File: src/rtl/cdec_pkg.sv
package cdec_pkg;
  typedef enum logic [3:0] {
    OP_ADD  = 4'h0, OP_SUB  = 4'h1, OP_AND  = 4'h2, OP_OR   = 4'h3,
    OP_SLT  = 4'h4, OP_ADDI = 4'h5, OP_ANDI = 4'h6, OP_ORI  = 4'h7,
    OP_SLTI = 4'h8, OP_LW   = 4'h9, OP_SW   = 4'hA, OP_BEQ  = 4'hB,
    OP_BNE  = 4'hC, OP_SHF  = 4'hD, OP_JAL  = 4'hE, OP_JR   = 4'hF
  } opcode_e;

  typedef enum logic [2:0] {
    ALU_ADD = 3'd0, ALU_SUB = 3'd1, ALU_AND = 3'd2, ALU_OR = 3'd3, ALU_SLT = 3'd4
  } alu_sel_e;

  typedef struct packed {
    logic load;
    logic store;
    logic beq;
    logic bne;
    logic rtype;
    logic itype;
    logic shift;
    logic jal;
    logic jr;
  } cls_t;

  typedef enum logic [1:0] {
    EXT_NONE = 2'd0, EXT_SIGN = 2'd1, EXT_ZERO = 2'd2
  } ext_e;
endpackage

File: src/rtl/cdec_class.sv
module cdec_class
  import cdec_pkg::*;
(
  input  opcode_e  op_i,
  output cls_t     cls_o,
  output alu_sel_e alu_o,
  output ext_e     ext_o
);
  always_comb begin
    cls_o = '0;
    alu_o = ALU_ADD;
    ext_o = EXT_NONE;
    unique case (op_i)
      OP_ADD:  begin cls_o.rtype = 1'b1; alu_o = ALU_ADD; end
      OP_SUB:  begin cls_o.rtype = 1'b1; alu_o = ALU_SUB; end
      OP_AND:  begin cls_o.rtype = 1'b1; alu_o = ALU_AND; end
      OP_OR:   begin cls_o.rtype = 1'b1; alu_o = ALU_OR;  end
      OP_SLT:  begin cls_o.rtype = 1'b1; alu_o = ALU_SLT; end
      OP_ADDI: begin cls_o.itype = 1'b1; alu_o = ALU_ADD; ext_o = EXT_SIGN; end
      OP_ANDI: begin cls_o.itype = 1'b1; alu_o = ALU_AND; ext_o = EXT_ZERO; end
      OP_ORI:  begin cls_o.itype = 1'b1; alu_o = ALU_OR;  ext_o = EXT_ZERO; end
      OP_SLTI: begin cls_o.itype = 1'b1; alu_o = ALU_SLT; ext_o = EXT_SIGN; end
      OP_LW:   begin cls_o.load  = 1'b1; ext_o = EXT_SIGN; end
      OP_SW:   begin cls_o.store = 1'b1; ext_o = EXT_SIGN; end
      OP_BEQ:  begin cls_o.beq   = 1'b1; alu_o = ALU_SUB; ext_o = EXT_SIGN; end
      OP_BNE:  begin cls_o.bne   = 1'b1; alu_o = ALU_SUB; ext_o = EXT_SIGN; end
      OP_SHF:  cls_o.shift = 1'b1;
      OP_JAL:  cls_o.jal   = 1'b1;
      OP_JR:   cls_o.jr    = 1'b1;
      default: cls_o = '0;
    endcase
  end
endmodule

File: src/rtl/cdec_imm.sv
module cdec_imm
  import cdec_pkg::*;
#(
  parameter int FW = 4,
  parameter int DW = 16
) (
  input  logic [FW-1:0] fld_i,
  input  ext_e          ext_i,
  output logic [DW-1:0] imm_o
);
  localparam int PADW = DW - FW;

  logic [PADW-1:0] pad;

  always_comb begin
    pad = '0;
    if (ext_i == EXT_SIGN) pad = {PADW{fld_i[FW-1]}};
    if (ext_i == EXT_NONE) imm_o = '0;
    else                   imm_o = {pad, fld_i};
  end
endmodule

File: src/rtl/cdec_wr.sv
module cdec_wr
  import cdec_pkg::*;
#(
  parameter int RW   = 4,
  parameter int LINK = 15
) (
  input  cls_t          cls_i,
  input  logic [RW-1:0] hi_i,
  input  logic [RW-1:0] mid_i,
  output logic          we_o,
  output logic [RW-1:0] idx_o
);
  always_comb begin
    we_o  = 1'b0;
    idx_o = '0;
    if (cls_i.rtype) begin
      we_o  = 1'b1;
      idx_o = hi_i;
    end else if (cls_i.itype || cls_i.load || cls_i.shift) begin
      we_o  = 1'b1;
      idx_o = mid_i;
    end else if (cls_i.jal) begin
      we_o  = 1'b1;
      idx_o = RW'(LINK);
    end
  end
endmodule

File: src/rtl/cdec16.sv
module cdec16
  import cdec_pkg::*;
#(
  parameter int RW   = 4,
  parameter int DW   = 16,
  parameter int LINK = 15
) (
  input  logic          clk,
  input  logic          rst,
  input  logic [15:0]   instr_i,
  output logic [RW-1:0] rd_a_o,
  output logic [RW-1:0] rd_b_o,
  output logic          wr_en_o,
  output logic [RW-1:0] wr_idx_o,
  output logic [DW-1:0] imm_o,
  output logic [11:0]   jtarget_o,
  output logic [2:0]    alu_op_o,
  output logic [RW-1:0] shift_type_o,
  output logic          is_load_o,
  output logic          is_store_o,
  output logic          is_beq_o,
  output logic          is_bne_o,
  output logic          is_rtype_o,
  output logic          is_itype_o,
  output logic          is_shift_o,
  output logic          is_jal_o,
  output logic          is_jr_o
);
  localparam int IW   = 16;
  localparam int OPW  = IW - 3 * RW;
  localparam int JW   = IW - OPW;
  localparam int F1LO = 0;
  localparam int F2LO = RW;
  localparam int F3LO = 2 * RW;

  opcode_e       op_w;
  cls_t          cls_w;
  alu_sel_e      alu_w;
  ext_e          ext_w;
  logic [DW-1:0] imm_w;
  logic          we_w;
  logic [RW-1:0] idx_w;
  logic [RW-1:0] f1, f2, f3;

  assign op_w = opcode_e'(instr_i[IW-1 -: OPW]);
  assign f1   = instr_i[F1LO +: RW];
  assign f2   = instr_i[F2LO +: RW];
  assign f3   = instr_i[F3LO +: RW];

  cdec_class u_cls (.op_i(op_w), .cls_o(cls_w), .alu_o(alu_w), .ext_o(ext_w));

  cdec_imm #(.FW(RW), .DW(DW)) u_imm (.fld_i(f3), .ext_i(ext_w), .imm_o(imm_w));

  cdec_wr #(.RW(RW), .LINK(LINK)) u_wr (
    .cls_i(cls_w), .hi_i(f3), .mid_i(f2), .we_o(we_w), .idx_o(idx_w)
  );

  cls_t cls_q;

  always_ff @(posedge clk) begin
    if (rst) begin
      rd_a_o       <= '0;
      rd_b_o       <= '0;
      wr_en_o      <= 1'b0;
      wr_idx_o     <= '0;
      imm_o        <= '0;
      jtarget_o    <= '0;
      alu_op_o     <= '0;
      shift_type_o <= '0;
      cls_q        <= '0;
    end else begin
      rd_a_o       <= f1;
      rd_b_o       <= f2;
      wr_en_o      <= we_w;
      wr_idx_o     <= idx_w;
      imm_o        <= imm_w;
      jtarget_o    <= cls_w.jal ? instr_i[JW-1:0] : '0;
      alu_op_o     <= alu_w;
      shift_type_o <= cls_w.shift ? f3 : '0;
      cls_q        <= cls_w;
    end
  end

  assign is_load_o  = cls_q.load;
  assign is_store_o = cls_q.store;
  assign is_beq_o   = cls_q.beq;
  assign is_bne_o   = cls_q.bne;
  assign is_rtype_o = cls_q.rtype;
  assign is_itype_o = cls_q.itype;
  assign is_shift_o = cls_q.shift;
  assign is_jal_o   = cls_q.jal;
  assign is_jr_o    = cls_q.jr;

  p_onehot_class_r3: assert property (@(posedge clk) disable iff (rst)
    1'b1 |=> $countones(cls_q) == 1);

  p_latency_r2: assert property (@(posedge clk) disable iff (rst)
    1'b1 |=> (rd_a_o == $past(instr_i[3:0]) && rd_b_o == $past(instr_i[7:4])));

  p_link_r7: assert property (@(posedge clk) disable iff (rst)
    is_jal_o |-> (wr_en_o && wr_idx_o == RW'(LINK)));

  p_idx_zero_r7: assert property (@(posedge clk) disable iff (rst)
    !wr_en_o |-> wr_idx_o == '0);

  p_target_zero_r8: assert property (@(posedge clk) disable iff (rst)
    !is_jal_o |-> jtarget_o == '0);

  p_shift_zero_r9: assert property (@(posedge clk) disable iff (rst)
    !is_shift_o |-> shift_type_o == '0);

  p_branch_sub_r4: assert property (@(posedge clk) disable iff (rst)
    (is_beq_o || is_bne_o) |-> alu_op_o == 3'd1);
endmodule

File: config.mk
export PLATFORM = sky130hd
export DESIGN_NAME = cdec16
export DESIGN_NICKNAME = d
export VERILOG_FILES = /design/src/rtl/cdec_pkg.sv /design/src/rtl/cdec_class.sv /design/src/rtl/cdec_imm.sv /design/src/rtl/cdec_wr.sv /design/src/rtl/cdec16.sv
export SDC_FILE = /design/constraint.sdc
export NUM_CORES = 1
export LEC_CHECK = 0
export ABC_AREA = 1
export ABC_CLOCK_PERIOD_IN_PS = 2100
export BUFFER_PORTS_ARGS = -buffer_cell sky130_fd_sc_hd__buf_2
export CAP_MARGIN = 30
export CORE_ASPECT_RATIO = 1.5
export CORE_MARGIN = 5
export CORE_UTILIZATION = 50
export CTS_BUF_LIST = sky130_fd_sc_hd__clkbuf_4 sky130_fd_sc_hd__clkbuf_8
export CTS_CLUSTER_SIZE = 28
export DETAILED_ROUTE_END_ITERATION = 8
export PLACE_DENSITY = 0.86
export RECOVER_POWER = 50
export SYNTH_ARGS = -nofsm -noshare
export SYNTH_HDL_FRONTEND = slang
export SYNTH_SLANG_ARGS = --single-unit
File: constraint.sdc
create_clock -name clk -period 2.1 [get_ports clk]
set_input_delay 0.105 -clock clk [delete_from_list [all_inputs] [get_ports clk]]
set_output_delay 0.105 -clock clk [all_outputs]
set_load 0.05 [all_outputs]
==> reports/metrics.csv <==
metric,value,unit
synth_area_leaders,"dfxtp_1 (61%), nor2_1 (8.0%), buf_4 (6.0%), nor2_2 (4.6%), inv_1 (4.3%)",
hp-start,instr_i[0],
ys_top_cells_by_count,"dfxtp_1 (46), nor2_1 (32), inv_1 (17)",
critPathRequiredTime,2260,ps
peakVddDrop,0.653,mV
drt_pass1_iterations,4,
async_reset_ff_share,0,%
cts_setup_buffers,0,
critPathMaxFanout,16,
htree_levels,2,
synth_most_common_cell,dfxtp_1,
finalCriticalPeriod,1250,ps
via_count,1194,
setup_viol,0,
netlist.area_leader.share,61.4,%
min_path_cells,3,
cap_violations,0,
cts_max_path_buffers,2,
slowest_stage,clkbuf_1,
slew_violations,0,
drt-vias-per-instance,4.41,
grt_max_degree,17,
synth_seq_cells,46,
wl_met3,296,um
path_buf_inv,3,
wirelength,3150,um
die_x,54.7,um
portBuffers,74,
finalHoldViolCount,0,
path_delay_family,buffers and inverters,
finalNetCount,249,
synth_cells,165,
p_leak,1.02,nW
ios,75,
cts_root_buf,clkbuf_8,
clk_pin_slew_worst_paths,70,ps
fin_crit_sh,59.5,%
arrival,1410,ps
fmax,0.801,GHz
rsz0062_at_grt,no,
dr.first_iter.drc_count,19,
synthDistinctLibCells,18,
ctsResizeCount,0,
fin_util,65.3,%
routedWlPerCell,11.6,um
grt.overflow.total,0,
max_stage_delay,540,ps
highest_layer,met4,
syn_to_final_growth,26.9,%
drive_above_1_share,38.8,%
startpoint_type,primary input,
hold_class,in -> reg,
grt_pass1_vias,1077,
critical_path.most_common_cell,inv_1,
crit_chain,clkbuf_1 > nor2_2 > inv_1 > nor2_4 > inv_1 > nor2_1,
yosys_warnings,0,
syn_area,0.00150,mm2
antenna_found_initial,0,
insertedDiodeCount,0,
syn_nets,183,
grt_pass1_wl,4900,um
wirelength_met1,1030,um
dp_hpwl,2470,um
hold_end,rd_a_o[0]$_SDFF_PP0_,
gp_congestion,0.865,
end_kind,flop,
synth_edf_count,0,
n_fill_cell,258,
drc_errors,0,
synth_largest_area_cell,dfxtp_1,
rows,24,
die_area,0.00422,mm2
clkSinkCount,46,
core_area,0.00291,mm2
initial_core_util,51.5,%
route.met2.wl,1740,um
ant_nets,0,
cts_tree,built,
status,completed,
worst_pin_slew,734,ps
synth-main-ff-cell,dfxtp_1,
avgSynthCellArea,9.09,um2
die_y,77.1,um
cts-hold-fix-buffers,0,
tns,0,ps
cts_buffers,5,
grt_util_all_layers,16.4,%
ys_seq_area_share,61.4,%
path_class,in -> reg,
powerDensity,952,mW/mm2
slew_headroom,51.0,%
metrics by stage:
stage | instances | worst slack [ps] | hold WS (ps) | power [mW] | area (um2)
6_report | 271 | 851 | 34.2 | 1.81 | 1900
3_3_place_gp | 263 | 1110 | 322 | 1.20 | 1810
4_1_cts | 271 | 879 | 28.9 | 1.83 | 1920
2_1_floorplan | 165 | 908 | 230 | 1.14 | 1500
3_5_place_dp | 263 | 1050 | 328 | 1.20 | 1810
5_1_grt | 271 | 790 | 27.2 | 1.89 | 1900
flip-flops by register name, summed over array words and instances, names as in the netlist:
register	flops
shift_type_o	4
rd_a_o	4
alu_op_o	3
is_rtype_o	1
rd_b_o	4
is_itype_o	1
wr_idx_o	4
is_load_o	1
imm_o	5
is_store_o	1
is_jr_o	1
jtarget_o	12
is_beq_o	1
is_shift_o	1
wr_en_o	1
is_bne_o	1
is_jal_o	1
tightest hold or removal path: stages:
cell and delay, ps:
buf_2 70, inv_1 40, nor2_1 70
worst max path at each step:
stage                                          to                start  slack, ps  cells past startpoint
after detailed placement   wr_idx_o[0]$_SDFF_PP0_          instr_i[15]       1050                      7
after global routing      jtarget_o[9]$_SDFF_PP0_                  rst        790                      6
final                     jtarget_o[9]$_SDFF_PP0_                  rst        850                      6
after floorplan                         imm_o[10]  imm_o[4]$_SDFF_PP0_        910                      1
after global placement    jtarget_o[0]$_SDFF_PP0_                  rst       1110                      6
after CTS                                imm_o[9]  imm_o[4]$_SDFF_PP0_        880                      1
final cells by class:
class	count	area, um2	share of cell area, %
Multi-Input combinational cell	82	375	19.7
Clock inverter	2	37.5	1.97
Timing Repair Buffer	74	362	19.0
Clock buffer	6	76.3	4.01
Sequential cell	46	921	48.4
Inverter	22	82.6	4.34
Tap cell	39	48.8	2.56
metal layers:
layer / up-vias / track usage [%]
li1: 613 / -
met1: 528 / 14.9
met2: 49 / 28.8
met3: 4 / 5.81
met4: 0 / 9.73
met5: - / 0
layout by cell type (no fill, tap or decap), drive strengths merged:
cell type,Yosys,routed
a31oi,1,1
clkbuf,2,13
nand2,17,17
clkinvlp,0,1
o21ai,4,4
buf,13,67
dfxtp,46,46
nor3,2,2
nand3,6,6
nor2,44,44
inv,22,22
o211ai,1,1
a21oi,7,7
bufinv,0,1
power by group:
| group | switching, mW | internal [mW] | total (mW) |
|---|---|---|---|
| clock | 0.265 | 0.367 | 0.632 |
| combinational | 0.214 | 0.0550 | 0.269 |
| sequential | 0.00796 | 0.902 | 0.910 |
kinds of logic after synthesis:
| group | Yosys count | share of synthesized area, % |
|---|---|---|
| and+or+nand+nor | 69 | 21.3 |
| DFF | 46 | 61.4 |
| buffers and inverters | 37 | 12.8 |
| AOI/OAI and AO/OA | 13 | 4.59 |
Note: power is estimated with default switching activity, not from simulation.
